$ cat config.mk
export PLATFORM = sky130hd
export DESIGN_NAME = dbg_bkpt_unit
export DESIGN_NICKNAME = d
export VERILOG_FILES = /design/src/rtl/dbg_bkpt_pkg.sv /design/src/rtl/dbg_bkpt_cmp.sv /design/src/rtl/dbg_bkpt_regs.sv /design/src/rtl/dbg_bkpt_unit.sv
export SDC_FILE = /design/constraint.sdc
export NUM_CORES = 1
export LEC_CHECK = 0
export BUFFER_PORTS_ARGS = -buffer_cell sky130_fd_sc_hd__buf_2
export CORE_MARGIN = 2
export CORE_UTILIZATION = 40
export CTS_CLUSTER_DIAMETER = 40
export CTS_CLUSTER_SIZE = 12
export DETAILED_ROUTE_END_ITERATION = 10
export PLACE_DENSITY = 0.65
export SYNTH_ARGS = -nofsm -noshare
export SYNTH_HDL_FRONTEND = slang
export SYNTH_SLANG_ARGS = --single-unit
$ cat constraint.sdc
create_clock -name clk -period 2.42 [get_ports clk]
set_input_delay 0 -clock clk [delete_from_list [all_inputs] [get_ports clk]]
set_output_delay 0 -clock clk [all_outputs]
set_load 0.05 [all_outputs]
$ cat src/rtl/dbg_bkpt_pkg.sv
// Package: shared encodings for the breakpoint unit.
// Assumes: 2-bit bus kind, type and length codes as listed in the brief.
package dbg_bkpt_pkg;

    typedef enum logic [1:0] {
        KIND_FETCH = 2'b00,
        KIND_MRD   = 2'b01,
        KIND_MWR   = 2'b10,
        KIND_IO    = 2'b11
    } bus_kind_e;

    typedef enum logic [1:0] {
        BT_EXEC  = 2'b00,
        BT_WRITE = 2'b01,
        BT_IO    = 2'b10,
        BT_RW    = 2'b11
    } bp_type_e;

    // Convert a length/size code into log2 of its byte count.
    function automatic logic [1:0] len_log2(input logic [1:0] code);
        case (code)
            2'b00:   return 2'd0;
            2'b01:   return 2'd1;
            2'b11:   return 2'd2;
            default: return 2'd3;
        endcase
    endfunction

endpackage

$ cat src/rtl/dbg_bkpt_cmp.sv
// Module: one breakpoint comparator.
// Combinationally decides whether the current bus cycle hits this slot.
// It qualifies the match by access type and compares the addresses at the
// coarser of the slot length and the access size.
// Assumes: bus accesses are aligned to their own size.
module dbg_bkpt_cmp
    import dbg_bkpt_pkg::*;
#(
    parameter int ADDR_W = 32
) (
    input  logic              clk,
    input  logic              rst_n,
    input  logic [ADDR_W-1:0] bp_addr,
    input  logic [1:0]        bp_type,
    input  logic [1:0]        bp_len,
    input  logic              bp_active,
    input  logic              bus_valid,
    input  logic [1:0]        bus_kind,
    input  logic [ADDR_W-1:0] bus_addr,
    input  logic [1:0]        bus_size,
    output logic              hit
);

    logic [1:0]        bp_shift;
    logic [1:0]        acc_shift;
    logic [1:0]        cmp_shift;
    logic [ADDR_W-1:0] cmp_mask;
    logic              addr_eq;
    logic              type_ok;

    // Pick the comparison granularity: the wider of the region and the access.
    always_comb begin
        bp_shift  = (bp_type == BT_EXEC) ? 2'd0 : len_log2(bp_len);
        acc_shift = len_log2(bus_size);
        cmp_shift = (bp_shift > acc_shift) ? bp_shift : acc_shift;
        cmp_mask  = {ADDR_W{1'b1}} << cmp_shift;
        addr_eq   = ((bp_addr ^ bus_addr) & cmp_mask) == '0;
    end

    // Qualify the bus cycle kind against the slot's access type.
    always_comb begin
        case (bp_type)
            BT_EXEC:  type_ok = (bus_kind == KIND_FETCH) && (bus_size == 2'b00);
            BT_WRITE: type_ok = (bus_kind == KIND_MWR);
            BT_IO:    type_ok = (bus_kind == KIND_IO);
            default:  type_ok = (bus_kind == KIND_MRD) || (bus_kind == KIND_MWR);
        endcase
    end

    // Final hit: valid cycle, armed slot, right kind, overlapping address.
    assign hit = bus_valid && bp_active && type_ok && addr_eq;

    // an execute slot only fires on a one-byte fetch at its exact address
    a_r5_exec_fetch_only: assert property (@(posedge clk) disable iff (!rst_n)
        (hit && bp_type == BT_EXEC) |->
            (bus_kind == KIND_FETCH && bus_size == 2'b00 && bus_addr == bp_addr));

    // a write-only slot never fires on a read, fetch or I/O cycle
    a_r6_write_only: assert property (@(posedge clk) disable iff (!rst_n)
        (hit && bp_type == BT_WRITE) |-> (bus_kind == KIND_MWR));

endmodule

$ cat src/rtl/dbg_bkpt_regs.sv
// Module: software-visible registers of the breakpoint unit.
// Holds the slot addresses, the control fields and the sticky status.
// Applies the task-switch clear to the local enables and serves
// combinational reads.
// Assumes: 6*NUM_BP <= DATA_W so that the control word fits.
module dbg_bkpt_regs #(
    parameter int NUM_BP = 4,
    parameter int DATA_W = 32,
    parameter int RA_W   = 3
) (
    input  logic                           clk,
    input  logic                           rst_n,
    input  logic                           reg_we,
    input  logic [RA_W-1:0]                reg_addr,
    input  logic [DATA_W-1:0]              reg_wdata,
    output logic [DATA_W-1:0]              reg_rdata,
    input  logic                           task_switch,
    input  logic [NUM_BP-1:0]              hits,
    output logic [NUM_BP-1:0][DATA_W-1:0]  bp_addr,
    output logic [NUM_BP-1:0][1:0]         bp_type,
    output logic [NUM_BP-1:0][1:0]         bp_len,
    output logic [NUM_BP-1:0]              loc_en,
    output logic [NUM_BP-1:0]              glb_en,
    output logic [NUM_BP-1:0]              status
);

    localparam int IDX_W    = (NUM_BP > 1) ? $clog2(NUM_BP) : 1;
    localparam int CTRL_IDX = NUM_BP;
    localparam int STAT_IDX = NUM_BP + 1;
    localparam int TYPE_LSB = 2 * NUM_BP;
    localparam int LEN_LSB  = 4 * NUM_BP;

    logic              ctrl_wr;
    logic              stat_wr;
    logic [DATA_W-1:0] ctrl_word;

    assign ctrl_wr = reg_we && (reg_addr == RA_W'(CTRL_IDX));
    assign stat_wr = reg_we && (reg_addr == RA_W'(STAT_IDX));

    // Slot address registers: loaded by software writes.
    always_ff @(posedge clk) begin
        if (!rst_n) begin
            bp_addr <= '0;
        end else if (reg_we && (reg_addr < RA_W'(NUM_BP))) begin
            bp_addr[reg_addr[IDX_W-1:0]] <= reg_wdata;
        end
    end

    // Control fields: written by software; a task switch wipes the local enables.
    always_ff @(posedge clk) begin
        if (!rst_n) begin
            loc_en  <= '0;
            glb_en  <= '0;
            bp_type <= '0;
            bp_len  <= '0;
        end else begin
            if (ctrl_wr) begin
                loc_en <= reg_wdata[NUM_BP-1:0];
                glb_en <= reg_wdata[2*NUM_BP-1:NUM_BP];
                for (int i = 0; i < NUM_BP; i++) begin
                    bp_type[i] <= reg_wdata[TYPE_LSB+2*i +: 2];
                    bp_len[i]  <= reg_wdata[LEN_LSB+2*i +: 2];
                end
            end
            if (task_switch) begin
                loc_en <= '0;
            end
        end
    end

    // Sticky status: software clears with zeros; new hits always set.
    always_ff @(posedge clk) begin
        if (!rst_n) begin
            status <= '0;
        end else begin
            status <= (stat_wr ? (status & reg_wdata[NUM_BP-1:0]) : status) | hits;
        end
    end

    // Assemble the control word image for readback.
    always_comb begin
        ctrl_word = '0;
        ctrl_word[NUM_BP-1:0]        = loc_en;
        ctrl_word[2*NUM_BP-1:NUM_BP] = glb_en;
        for (int i = 0; i < NUM_BP; i++) begin
            ctrl_word[TYPE_LSB+2*i +: 2] = bp_type[i];
            ctrl_word[LEN_LSB+2*i +: 2]  = bp_len[i];
        end
    end

    // Read multiplexer for the register port.
    always_comb begin
        if (reg_addr < RA_W'(NUM_BP)) begin
            reg_rdata = bp_addr[reg_addr[IDX_W-1:0]];
        end else if (reg_addr == RA_W'(CTRL_IDX)) begin
            reg_rdata = ctrl_word;
        end else if (reg_addr == RA_W'(STAT_IDX)) begin
            reg_rdata = DATA_W'(status);
        end else begin
            reg_rdata = '0;
        end
    end

    // the cycle after a task switch has no local enable left
    a_r4_local_cleared: assert property (@(posedge clk) disable iff (!rst_n)
        task_switch |=> (loc_en == '0));

    // global enables survive a task switch
    a_r4_global_kept: assert property (@(posedge clk) disable iff (!rst_n)
        (task_switch && !ctrl_wr) |=> $stable(glb_en));

    // without a status write no status bit drops
    a_r9_status_sticky: assert property (@(posedge clk) disable iff (!rst_n)
        !stat_wr |=> ((status & $past(status)) == $past(status)));

endmodule

$ cat src/rtl/dbg_bkpt_unit.sv
// Module: top of the debug address breakpoint unit.
// Instances the register block and one comparator per slot. The hits are
// combined into a registered one-cycle trap.
// Assumes: aligned bus accesses; task_switch is a single-cycle indication.
module dbg_bkpt_unit #(
    parameter int NUM_BP = 4,
    parameter int ADDR_W = 32
) (
    input  logic              clk,
    input  logic              rst_n,
    input  logic              reg_we,
    input  logic [2:0]        reg_addr,
    input  logic [ADDR_W-1:0] reg_wdata,
    output logic [ADDR_W-1:0] reg_rdata,
    input  logic              bus_valid,
    input  logic [1:0]        bus_kind,
    input  logic [ADDR_W-1:0] bus_addr,
    input  logic [1:0]        bus_size,
    input  logic              task_switch,
    output logic              trap,
    output logic [NUM_BP-1:0] hit_status
);

    localparam int RA_W = 3;

    logic [NUM_BP-1:0][ADDR_W-1:0] bp_addr;
    logic [NUM_BP-1:0][1:0]        bp_type;
    logic [NUM_BP-1:0][1:0]        bp_len;
    logic [NUM_BP-1:0]             loc_en;
    logic [NUM_BP-1:0]             glb_en;
    logic [NUM_BP-1:0]             hits;
    logic                          trap_q;

    dbg_bkpt_regs #(
        .NUM_BP (NUM_BP),
        .DATA_W (ADDR_W),
        .RA_W   (RA_W)
    ) u_regs (
        .clk         (clk),
        .rst_n       (rst_n),
        .reg_we      (reg_we),
        .reg_addr    (reg_addr),
        .reg_wdata   (reg_wdata),
        .reg_rdata   (reg_rdata),
        .task_switch (task_switch),
        .hits        (hits),
        .bp_addr     (bp_addr),
        .bp_type     (bp_type),
        .bp_len      (bp_len),
        .loc_en      (loc_en),
        .glb_en      (glb_en),
        .status      (hit_status)
    );

    for (genvar g = 0; g < NUM_BP; g++) begin : g_cmp
        dbg_bkpt_cmp #(
            .ADDR_W (ADDR_W)
        ) u_cmp (
            .clk       (clk),
            .rst_n     (rst_n),
            .bp_addr   (bp_addr[g]),
            .bp_type   (bp_type[g]),
            .bp_len    (bp_len[g]),
            .bp_active (loc_en[g] | glb_en[g]),
            .bus_valid (bus_valid),
            .bus_kind  (bus_kind),
            .bus_addr  (bus_addr),
            .bus_size  (bus_size),
            .hit       (hits[g])
        );
    end

    // Trap register: one cycle high after any armed slot matched.
    always_ff @(posedge clk) begin
        if (!rst_n) begin
            trap_q <= 1'b0;
        end else begin
            trap_q <= |hits;
        end
    end

    assign trap = trap_q;

    // a trap is only ever caused by a valid bus cycle
    a_r8_trap_needs_cycle: assert property (@(posedge clk) disable iff (!rst_n)
        trap |-> $past(bus_valid));

    // a trap always comes with at least one set status bit
    a_r9_trap_marks_status: assert property (@(posedge clk) disable iff (!rst_n)
        trap |-> (hit_status != '0));

endmodule

[Yosys cells after proc, flatten, opt, wreduce, memory -nomap -nowiden]
Cells that the tools add are included.
Storage, ports and cells
  register bits: 157
  input bits: 76
  output and inout bits: 37
Operators by class
  bitwise operators: 15
  order comparisons: 7
  equality and inequality tests: 23
  shift-type cells: 4
  mux-type cells: 26
  reductions and logical operators: 34
Operator list (number)
  32-bit bitwise AND: 4
  128-bit bitwise mux: 1
  32-bit logical NOT: 4
  32-bit two-way mux: 4
  32-bit by 2-bit left shift with 32-bit output (first input constant): 4
  32-bit bitwise XOR: 4
  32-bit binary-select mux with 2-bit select: 1
  32-bit demux with 2-bit select: 1
  2-bit one-hot mux with 3 select lines: 5
  2-bit == test (second input constant): 11
  2-bit by 1-bit == test with 1-bit output (second input constant): 10
  2-bit logical NOT: 10
  1-bit logical AND: 17
  2-bit two-way mux: 8
  1-bit one-hot mux with 3 select lines: 4
  2-bit greater-than comparator: 4
  4-bit two-way mux: 2
  3-bit == test (second input constant): 2
  4-bit bitwise AND: 1
  1-bit bitwise OR: 4
  4-bit bitwise OR: 1
  4-bit OR reduction: 1
  2-bit by 3-bit less-than comparator with 1-bit output (second input constant): 1
  3-bit less-than comparator (second input constant): 1
  4 further kinds: 4

[Longest topological paths before layout]
  depth in word-level cells: 10
  gate-level depth with buffers: 11

[Hierarchy]
Synthesis repeated with hierarchy kept, for this count alone.
Second synthesis, totals
  cells, all modules: 1038
  area total of the unflattened synthesis: 9197.6 µm²
Modules (own cells, without submodules)
  dbg_bkpt_regs: area each 6632.6 µm², cells each 730, times used 1
  dbg_bkpt_cmp at g_cmp[0].u_cmp ...: area each 618.1 µm², cells each 74, times used 3
  dbg_bkpt_cmp at g_cmp[3].u_cmp: area each 654.4 µm², cells each 80, times used 1
  dbg_bkpt_unit: area each 56.3 µm², cells each 6, times used 1

[Worst setup path before layout]
OpenSTA, ideal clock, no wires.
  path kind: register to register
  start: register u_regs.bp_len[6] (netlist bit)
  end: register trap_q (netlist: trap)
  required time: 2.346 ns
  library setup time: 0.074 ns
  period minus slack after synthesis: 2.256 ns
  stages on the path, launching flop included: 11
  path slack: 0.164 ns
  arrival time: 2.182 ns
  cells stage by stage: dfxtp_1 -> inv_1 -> ha_1 -> o21bai_1 -> ha_1 -> inv_1 -> o22ai_1 -> mux2_2 -> a2111oi_2 -> nor2_1 -> a31oi_1
On the way
  word-level cells in the longest chain between the ends: 10
Ends and longest elaborated chain
  start: declaration: RTL line dbg_bkpt_regs.sv:21  | output logic [NUM_BP-1:0][1:0] bp_len,
  start signal: indexed assignment: RTL line dbg_bkpt_regs.sv:62  | bp_len[i] <= reg_wdata[LEN_LSB+2*i +: 2];
  2-bit == test, or another cell as far along: RTL line dbg_bkpt_pkg.sv:21  | case (code)
  2-bit one-hot mux with 3 select lines *: RTL line dbg_bkpt_pkg.sv:21
  2-bit two-way mux *: RTL line dbg_bkpt_cmp.sv:33  | bp_shift = (bp_type == BT_EXEC) ? 2'd0 : len_log2(bp_len);
  2-bit greater-than comparator: RTL line dbg_bkpt_cmp.sv:35  | cmp_shift = (bp_shift > acc_shift) ? bp_shift : acc_shift;
  2-bit two-way mux *: RTL line dbg_bkpt_cmp.sv:35
  32-bit by 2-bit left shift with 32-bit output *: RTL line dbg_bkpt_cmp.sv:36  | cmp_mask = {ADDR_W{1'b1}} << cmp_shift;
  32-bit bitwise AND *: RTL line dbg_bkpt_cmp.sv:37  | addr_eq = ((bp_addr ^ bus_addr) & cmp_mask) == '0;
  32-bit logical NOT *: RTL line dbg_bkpt_cmp.sv:37
  1-bit logical AND *: RTL line dbg_bkpt_cmp.sv:51  | assign hit = bus_valid && bp_active && type_ok && addr_eq;
  4-bit OR reduction *: RTL line dbg_bkpt_unit.sv:78  | trap_q <= |hits;
  end signal: assignment: RTL line dbg_bkpt_unit.sv:78
  end: declaration: RTL line dbg_bkpt_unit.sv:32  | logic trap_q;
Mark *: on every way between the ends. The rest lies on a longest branch, timed or not.
A chain may end at the register's enable or synchronous reset.

[Worst setup path in the final report]
  start: register u_regs.bp_len[4] (netlist bit)
  end: register trap_q (netlist: trap)
The elaborated chain is that of the path after synthesis.

==> qor.yml <==
critical_path:
  arrival_ps: 2690
  slowest_stage: "dfxtp_2"
  critPathMaxFanout: 4
  crit_type: "flip-flop to flip-flop"
  path_cells: "inv_1 > ha_1 > o21bai_4 > ha_2 > or2_2 > a21oi_2 > o22ai_1 > a2111oi_2 > buf_4 > nor2_1 > a31oi_2"
  crit_required_ps: 2770
  max_stage_delay_ps: 360
  endpoint_kind: "flip-flop"
  worstSetupStartpointType: "flip-flop"
sta:
  finalCriticalPeriod_ps: 2330
  fin_skew_ps: 5.88
  finalCritPeriodShare_pct: 96.4
  max_slew.worst_pin.slew_ps: 827
  setup_viol: 0
  tns_ps: 0
  max_slew_margin_pct: 44.9
  max_freq_mhz: 429
  drv_slew: 0
  hold_viol: 0
  timing.final.ws_setup_ps: 86.6
global_routing:
  first_global_vias: 7978
  grt_pass1_wl_um: 47400
  grt_util_met1_pct: 35.8
  grt.total_usage_pct: 26.4
  grt_util_met3_pct: 4.64
  grt_max_degree: 62
  top_usage_layer: "met2"
  antenna_found_initial: 0
  grt-ovfl-total: 0
  gr-usage-met2_pct: 42.1
placed_design:
  dp_hpwl_um: 22600
  port_buffers: 112
  place.gp.congestion: 0.966
  dpl_worst_slack_ps: -71.1
synth:
  async_flop_share_pct: 0
  ys_seq_area_share_pct: 35.7
  synth_cell_types: 43
  synth-edff-count: 0
  synth_cells: 1102
  syn_nets: 1204
  ys.flop_type: "dfxtp_1"
  yosys_warnings: 0
  ys_ff_latch: 157
  netlist_area_um2: 8790
  synth.avg_cell_area_um2: 7.98
routing:
  vias: 8355
  wl_per_cell_um: 20.2
  routed_wl_um: 30700
  drc: 0
  ant_nets: 0
  vias_per_cell: 5.50
  dr.pass1.iters: 8
  drt_iter0_markers: 828
cells_and_area:
  mostFrequentLayoutCells: "335 x nand2_1, 156 x a21oi_1, 151 x dfxtp_1, 114 x xor2_1, 112 x buf_2"
  diodes: 0
  mostFrequentLayoutCell: "nand2_1"
  drive_gt1_share_pct: 18.6
  areaGrowthSynthToFinish_pct: 22.4
  fin_nets: 1333
  fill_cells: 2112
clocking:
  ctsLongestPathBuffers: 2
  cts_tree: "built"
  numCtsBuffers: 17
  cts.clk_slew.worst_paths_ps: 70
  clock_latency_ps: 420
  cts_root_buf: "clkbuf_16"
  clock-sinks: 157
  cts.htree.levels: 4
  post_cts_buffers: 0
power_and_ir_drop:
  clkPwrFrac_pct: 43.9
  ir_drop_v: 0.000443
  p_total_w: 0.00632
  p_comb_share_pct: 13.6
  powerDensity_nw_per_um2: 587
  switching_power_w: 0.00164
  p_leak_nw: 4.30
  swShare_pct: 25.9
  power_frac_seq_pct: 42.6
  p_int_w: 0.00468
floorplan:
  start_util_pct: 40.6
  ios: 113
  rows: 54
  die_x_um: 152
  coreArea_um2: 21700
  dieArea_um2: 23200
  fp.dieH_um: 152
hold_path:
  hold_path_class: "input port to flip-flop"
run_status:
  status: "completed"
flow_run:
  cap_violations: 0
[per-stage QoR]
stage / instances / instance area (µm²) / utilization (%) / hold WS [ps]
CTS: 1519 / 10700 / 49.2 / 84.2
global route: 1519 / 10800 / 49.6 / 128
global placement: 1458 / 9730 / 44.8 / 279
detailed placement: 1458 / 9730 / 44.8 / 283
floorplan: 1102 / 8790 / - / 136
finish: 1519 / 10800 / 49.6 / 123
[final timing paths]
check,slack (ps),cells past startpoint,endpoint,startpoint
setup / recovery,90,11,trap,u_regs.bp_len[4]
hold / removal,120,5,u_regs.status[1],bus_valid
setup reg to reg,90,11,trap,u_regs.bp_len[4]
hold reg to reg,480,2,u_regs.glb_en[0],u_regs.glb_en[0]
[synthesized netlist by cell type, drive strengths merged (10+ instances only)]
master | instances | share of area, %
nor2 | 16 | 0.68
dfxtp | 157 | 36
nor2b | 10 | 0.71
buf | 22 | 1.3
a21oi | 157 | 8.9
mux4 | 32 | 8.2
o21ai | 33 | 1.9
o22ai | 12 | 0.85
xor2 | 114 | 11
nand2 | 335 | 14
ha | 26 | 3.7
xnor2 | 14 | 1.4
nor4 | 26 | 2.1
clkbuf | 46 | 2.0
inv | 43 | 1.8
[registers in the layout (all words and copies together) (netlist names)]
register        cells
trap                1
u_regs.bp_addr    128
u_regs.bp_len       8
u_regs.bp_type      8
u_regs.glb_en       4
u_regs.loc_en       4
u_regs.status       4
[layer usage]
metal / part of all wire, % / vias up
li1: - / 3949
met1: 42 / 3999
met2: 46 / 349
met3: 8.3 / 58
met4: 3.7 / 0
met5: 0 / -
[power by group through the flow]
stage / combinational (W) / sequential (W) / clock, W
6_report: 0.000859 / 0.00269 / 0.00277
4_1_cts: 0.000831 / 0.00269 / 0.00279
5_1_grt: 0.000918 / 0.00270 / 0.00291
2_1_floorplan: 0.000441 / 0.00273 / 0
3_3_place_gp: 0.000778 / 0.00274 / 0
3_5_place_dp: 0.000784 / 0.00274 / 0
[what timing repair did]
action                     4_1_cts  5_1_grt
hold buffers                    34        0
resized for setup                4       21
hold endpoints to repair       152        0
setup endpoints to repair        1        5
pin swaps                        2       12
[cell type report]
class	count	area [µm²]	share of cell area, %
multi-input combinational	834	5310	49.3
sequential	157	3150	29.3
timing repair buffer	178	1200	11.2
clock buffer	20	447	4.15
tap	280	350	3.26
inverter	43	164	1.52
clock inverter	7	143	1.33
[cell families after synthesis]
| kind of cell | after synthesis | synth area share, % |
|---|---|---|
| xor+xnor | 128 | 12.7 |
| compound gates | 227 | 14.0 |
| buf+inv | 111 | 5.11 |
| mux | 41 | 9.23 |
| simple gates | 412 | 19.5 |
| flops | 157 | 35.7 |
| fa+ha+maj | 26 | 3.70 |
[worst max-delay path: cells and delay by family, from the launching register on]
family	cells	cell delay, ps
AND/OR/NAND/NOR	2	340
AO/OA/AOI/OAI	5	870
adder cells (fa/ha/maj)	2	480
buffers and inverters	2	220
flip-flops	1	360
Note: power is estimated with default switching activity, not from simulation.
